File: src/rtl/spi_gap_pkg.sv
package spi_gap_pkg;

   typedef enum logic {
      GAP_SRC_CODES = 1'b0,
      GAP_SRC_FIXED = 1'b1
   } gap_src_e;

   // width needed to hold the largest gap the codes or the fixed period can ask for
   function automatic int gap_cnt_width(input int pre_w, input int scl_w, input int sck_period);
      longint max_pre;
      longint max_gap;
      int     w;
      max_pre = 2 * ((longint'(1) << pre_w) - 1) + 1;
      max_gap = max_pre << (longint'(1) << scl_w);
      if (longint'(sck_period) > max_gap) max_gap = longint'(sck_period);
      w = 1;
      while ((longint'(1) << w) <= max_gap) w++;
      return w;
   endfunction

endpackage

File: src/rtl/gap_src_sel.sv
module gap_src_sel
   import spi_gap_pkg::*;
(
   input  logic     free_run_i,
   input  logic     prog_en_i,
   output gap_src_e src_o
);
   always_comb begin
      if (free_run_i && !prog_en_i) src_o = GAP_SRC_FIXED;
      else                          src_o = GAP_SRC_CODES;
   end
endmodule

File: src/rtl/gap_decode.sv
module gap_decode
   import spi_gap_pkg::*;
#(
   parameter int PRE_W      = 2,
   parameter int SCL_W      = 4,
   parameter int CNT_W      = 19,
   parameter int SCK_PERIOD = 4,
   parameter bit SHIFT_MUL  = 1'b1
) (
   input  logic [PRE_W-1:0] pre_i,
   input  logic [SCL_W-1:0] exp_i,
   input  gap_src_e         src_i,
   output logic [CNT_W-1:0] gap_o
);
   localparam int SH_W = SCL_W + 1;

   logic [PRE_W:0]     pre_val;
   logic [SH_W-1:0]    shamt;
   logic [CNT_W-1:0]   prog_gap;

   assign pre_val = {pre_i, 1'b1};
   assign shamt   = {1'b0, exp_i} + SH_W'(1);

   generate
      if (SHIFT_MUL) begin : g_shift
         assign prog_gap = CNT_W'(pre_val) << shamt;
      end else begin : g_mult
         logic [CNT_W-1:0] scale;
         assign scale    = CNT_W'(1) << shamt;
         assign prog_gap = CNT_W'(pre_val) * scale;
      end
   endgenerate

   always_comb begin
      if (src_i == GAP_SRC_FIXED) gap_o = CNT_W'(SCK_PERIOD);
      else                        gap_o = prog_gap;
   end
endmodule

File: src/rtl/gap_count.sv
module gap_count #(
   parameter int CNT_W = 19
) (
   input  logic             clk,
   input  logic             rst,
   input  logic             load_i,
   input  logic [CNT_W-1:0] gap_i,
   input  logic             sck_edge_i,
   output logic             done_o
);
   logic [CNT_W-1:0] remain;
   logic             armed;

   always_ff @(posedge clk) begin
      if (rst) begin
         remain <= '0;
         armed  <= 1'b0;
         done_o <= 1'b0;
      end else begin
         done_o <= 1'b0;
         if (load_i) begin
            remain <= gap_i;
            armed  <= 1'b1;
         end else if (armed) begin
            if (remain != '0) begin
               remain <= remain - CNT_W'(1);
            end else if (sck_edge_i) begin
               armed  <= 1'b0;
               done_o <= 1'b1;
            end
         end
      end
   end
endmodule

File: src/rtl/spi_gap_timer.sv
module spi_gap_timer
   import spi_gap_pkg::*;
#(
   parameter int PRE_W      = 2,
   parameter int SCL_W      = 4,
   parameter int SCK_PERIOD = 4,
   parameter bit SHIFT_MUL  = 1'b1
) (
   input  logic             clk,
   input  logic             rst,
   input  logic [PRE_W-1:0] gap_pre_sel,
   input  logic [SCL_W-1:0] gap_exp_sel,
   input  logic             sck_free_run,
   input  logic             gap_prog_en,
   input  logic             frame_end,
   input  logic             sck_edge,
   output logic             gap_done
);
   localparam int CNT_W = gap_cnt_width(PRE_W, SCL_W, SCK_PERIOD);

   if (PRE_W < 1 || PRE_W > 3) begin : g_bad_pre
      $error("spi_gap_timer: PRE_W must be 1..3");
   end
   if (SCL_W < 1 || SCL_W > 5) begin : g_bad_scl
      $error("spi_gap_timer: SCL_W must be 1..5");
   end
   if (SCK_PERIOD < 1) begin : g_bad_sck
      $error("spi_gap_timer: SCK_PERIOD must be at least 1");
   end

   gap_src_e         src;
   logic [CNT_W-1:0] gap_len;

   gap_src_sel u_src (
      .free_run_i (sck_free_run),
      .prog_en_i  (gap_prog_en),
      .src_o      (src)
   );

   gap_decode #(
      .PRE_W      (PRE_W),
      .SCL_W      (SCL_W),
      .CNT_W      (CNT_W),
      .SCK_PERIOD (SCK_PERIOD),
      .SHIFT_MUL  (SHIFT_MUL)
   ) u_dec (
      .pre_i (gap_pre_sel),
      .exp_i (gap_exp_sel),
      .src_i (src),
      .gap_o (gap_len)
   );

   gap_count #(
      .CNT_W (CNT_W)
   ) u_cnt (
      .clk        (clk),
      .rst        (rst),
      .load_i     (frame_end),
      .gap_i      (gap_len),
      .sck_edge_i (sck_edge),
      .done_o     (gap_done)
   );
endmodule

File: config.mk
export PLATFORM = sky130hd
export DESIGN_NAME = spi_gap_timer
export DESIGN_NICKNAME = d
export VERILOG_FILES = /design/src/rtl/spi_gap_pkg.sv /design/src/rtl/gap_src_sel.sv /design/src/rtl/gap_decode.sv /design/src/rtl/gap_count.sv /design/src/rtl/spi_gap_timer.sv
export SDC_FILE = /design/constraint.sdc
export NUM_CORES = 1
export LEC_CHECK = 0
export ABC_CLOCK_PERIOD_IN_PS = 6200
export CAP_MARGIN = 20
export CORE_ASPECT_RATIO = 2
export CORE_UTILIZATION = 50
export CTS_BUF_LIST = sky130_fd_sc_hd__clkbuf_16
export CTS_CLUSTER_DIAMETER = 50
export DETAILED_ROUTE_END_ITERATION = 16
export DONT_BUFFER_PORTS = 1
export GPL_ROUTABILITY_DRIVEN = 0
export GPL_TIMING_DRIVEN = 0
export PLACE_DENSITY = 0.71
export SYNTH_ARGS = -nofsm -noshare
export SYNTH_HDL_FRONTEND = slang
export SYNTH_SLANG_ARGS = --single-unit
File: constraint.sdc
create_clock -name clk -period 6.2 [get_ports clk]
set_clock_uncertainty 0.2 [all_clocks]
set_input_delay 0.93 -clock clk [delete_from_list [all_inputs] [get_ports clk]]
set_output_delay 0.93 -clock clk [all_outputs]
set_load 0.02 [all_outputs]
==> flow_summary.toml <==
[critical_path]
crit_path_start_kind = "flip-flop"
arrival_ps = 2620
cp.required_ps = 6180
critPathTopFamily = "simple AND/OR/NAND/NOR gates"
end_kind = "flip-flop"
r2r_cells = 7
criticalPathCategory = "flip-flop to flip-flop"
cp_max_fo = 5
crit_chain = "inv_1 -> ha_1 -> nor3b_1 -> nand3_1 -> nor3_1 -> a211oi_1 -> o21bai_1"
timing.rr.end = "u_cnt.remain[16]"
max_stage_delay_ps = 600
reg2reg_slack_ps = 3560
r2r_start = "u_cnt.remain[0]"
slowest_stage = "nor3b_1"
crit_buf_inv = 1

[worst_hold_path]
holdPathEnd = "u_cnt.remain[9]"
min_from = "u_cnt.remain[9]"
hold_depth = 2
min_path_type = "flip-flop to flip-flop"

[grt]
grt_pass1_vias = 1579
antenna_found_initial = 0
grt_usage_pct = 32.5
grt.overflow.total = 0
grt_max_degree = 13
grt_pass1_wl_mm = 7.29

[pwr]
combPwrFrac_pct = 42.5
leakage_nw = 0.564
seq_power_share_pct = 32.1
netSwitchingPower_mw = 0.212
swShare_pct = 39.0
p_clk_share_pct = 25.4
vdd_drop_max_v = 0.000183
p_int_mw = 0.332
p_per_area_nw_per_um2 = 334

[timing]
worst_pin_slew_ps = 733
hold_viol_final = 0
period_minus_slack_ps = 2640
fin_ws_ps = 3560
finalSetupTns_ps = 0
rsz0062_at_grt = "no"
setup_viol = 0
period_share_pct = 42.6
slew_headroom_pct = 50.7
fmax_mhz = 379
drv_slew = 0

[yosys]
synth_ff_type = "dfxtp_1"
syn_inst = 195
yosys-top-cells-count = "dfxtp_1 (21), nor3_1 (17), nor2_1 (16)"
yosysWarnings = 0
synth_top_area_cell = "dfxtp_1"
synthTopCellsByArea = "dfxtp_1 (28%), nor3_1 (5.6%), nand3_1 (4.3%), o21ai_0 (4.3%), a21oi_1 (4.0%)"
postSynthNetCount = 210
synth_cell_types = 50
syn_avg_cell_area_sq_um = 7.74
ys_seq_area_share_pct = 27.8
synth_top_family_by_area = "simple AND/OR/NAND/NOR gates"
synth_edf_count = 0
synth_fa_ha_area_share_pct = 2.49
async_flop_share_pct = 0
synth_xor_area_share_pct = 4.64
synth_seq_cells = 21
synth_most_common_cell = "dfxtp_1"
synth.mux.area_fraction_pct = 2.82
synthSimpleGateAreaFrac_pct = 32.5
synth_compound_area_share_pct = 26.0
synth.top_cell.area_share_pct = 27.8
syn_area_sq_um = 1510

[clock_network]
path_clk_slew_ps = 60
clk-insertion-delay-late_ps = 260
cts_sinks = 21
post_cts_resize_count = 0
cts_tree = "done"
clockBufferDepth = 2
cts_root_buf = "clkbuf_16"
postCtsHoldBufs = 0
cts_setup_buffers = 0
cts.htree.levels = 1
numCtsBuffers = 3

[placement]
io_buffers = 0
dp_slack_ps = 3460
dp_hpwl_mm = 3.48

[finish]
multi_input_area_sq_um = 1030
drive_above_1_share_pct = 8.04
nNetsFinal = 215
area_growth_pct = 7.71
fill_cells = 275
seqCellArea_sq_um = 420
antenna_cells = 0

[route]
first_pass_iters = 4
routedWlPerCell_um = 19.8
drt_iter0_markers = 101
post-route-drc-count = 0
drtAntennaViolNets = 0
drt-total-wl_mm = 4.52
via_per_inst = 7.16
vias = 1633

[die]
rows = 27
pin_count = 13
start_util_pct = 53.9
die_h_um = 79.7
die_area_sq_um = 3260
core_sq_um = 2800
die_w_um = 40.9

[outcome]
status = "finished clean"

[run]
maxCapViolations = 0
-- state kept, by name, summed over array words and instances (netlist names) --
register	cells
u_cnt.remain	19
u_cnt.done_o	1
u_cnt.armed	1
-- cell type report --
class / count / share of cell area, %
clock inverter: 1 / 0.308
tap: 29 / 2.23
multi-input combinational: 163 / 63.5
inverter: 5 / 1.15
sequential: 21 / 25.8
clock buffer: 3 / 4.62
buffer: 6 / 2.31
-- routing by layer --
metal	track usage (%)	part of all wire (%)	vias to the layer above
met5	0	0	-
met4	22.3	7.3	0
met3	4.74	4.9	26
met2	52.7	51	83
met1	35.3	37	761
li1	-	-	763
-- kinds of logic (layout without fill, tap and decap cells) --
logic type / count (synthesis) / in the layout
adder cells (fa/ha/maj): 3 / 3
XOR/XNOR: 8 / 8
flip-flops: 21 / 21
buffers and inverters: 11 / 15
multiplexers: 4 / 4
AO/OA/AOI/OAI: 58 / 58
AND/OR/NAND/NOR: 90 / 90
-- cells in the final DEF, fill, tap and decap left out, types with 2 or more instances in the layout --
cell type | Yosys | final
a22oi_1 | 3 | 3
clkbuf_1 | 4 | 4
nand3_1 | 13 | 13
nor2_1 | 16 | 16
xor2_1 | 4 | 4
mux2_2 | 2 | 2
or3_1 | 3 | 3
a31oi_1 | 5 | 5
xnor2_1 | 4 | 4
nor3b_1 | 2 | 2
mux2i_1 | 2 | 2
nand2b_1 | 4 | 4
a211oi_1 | 5 | 5
buf_6 | 2 | 2
or4_1 | 4 | 4
a21oi_1 | 12 | 12
inv_1 | 4 | 4
dfxtp_1 | 21 | 21
clkbuf_16 | 0 | 3
nand2_1 | 12 | 12
o21ai_0 | 13 | 13
nor3_1 | 17 | 17
ha_1 | 3 | 3
o22ai_1 | 4 | 4
o21a_1 | 2 | 2
nor4_1 | 6 | 6
nand4_1 | 2 | 2
nor4_2 | 2 | 2
and3_1 | 2 | 2
-- power by group through the flow --
stage / sequential, mW / combinational, mW / clock [mW]
2_1_floorplan: 0.171 / 0.177 / 0
3_3_place_gp: 0.175 / 0.218 / 0
3_5_place_dp: 0.177 / 0.223 / 0
4_1_cts: 0.174 / 0.225 / 0.140
5_1_grt: 0.177 / 0.250 / 0.144
6_report: 0.175 / 0.231 / 0.138
-- through the flow --
stage / total power, mW / utilization [%] / hold slack (ps) / std cells / cell area [sq um]
after floorplan: 0.348 / - / 266 / 195 / 1510
after global routing: 0.571 / 58.0 / 345 / 228 / 1630
after global placement: 0.393 / 55.2 / 283 / 224 / 1550
final: 0.544 / 58.0 / 313 / 228 / 1630
after detailed placement: 0.400 / 55.2 / 293 / 224 / 1550
after CTS: 0.539 / 58.0 / 302 / 228 / 1630
-- worst register-to-register path, stage by stage, from the launching register on --
cell	delay (ps)
dfxtp_1	340
inv_1	80
ha_1	190
nor3b_1	600
nand3_1	350
nor3_1	450
a211oi_1	170
o21bai_1	180
-- how the worst max path moves through the flow --
stage                          from               end  slack [ps]  cells past startpoint
CTS                 u_cnt.remain[0]  u_cnt.remain[16]        3660                      7
global placement     gap_exp_sel[0]  u_cnt.remain[10]        3480                      6
finish              u_cnt.remain[0]  u_cnt.remain[16]        3560                      7
floorplan            gap_exp_sel[0]  u_cnt.remain[10]        3630                      6
detailed placement   gap_exp_sel[0]  u_cnt.remain[16]        3460                      6
global route         gap_exp_sel[0]  u_cnt.remain[14]        3540                      6
Power figures use the tool's default switching activity.
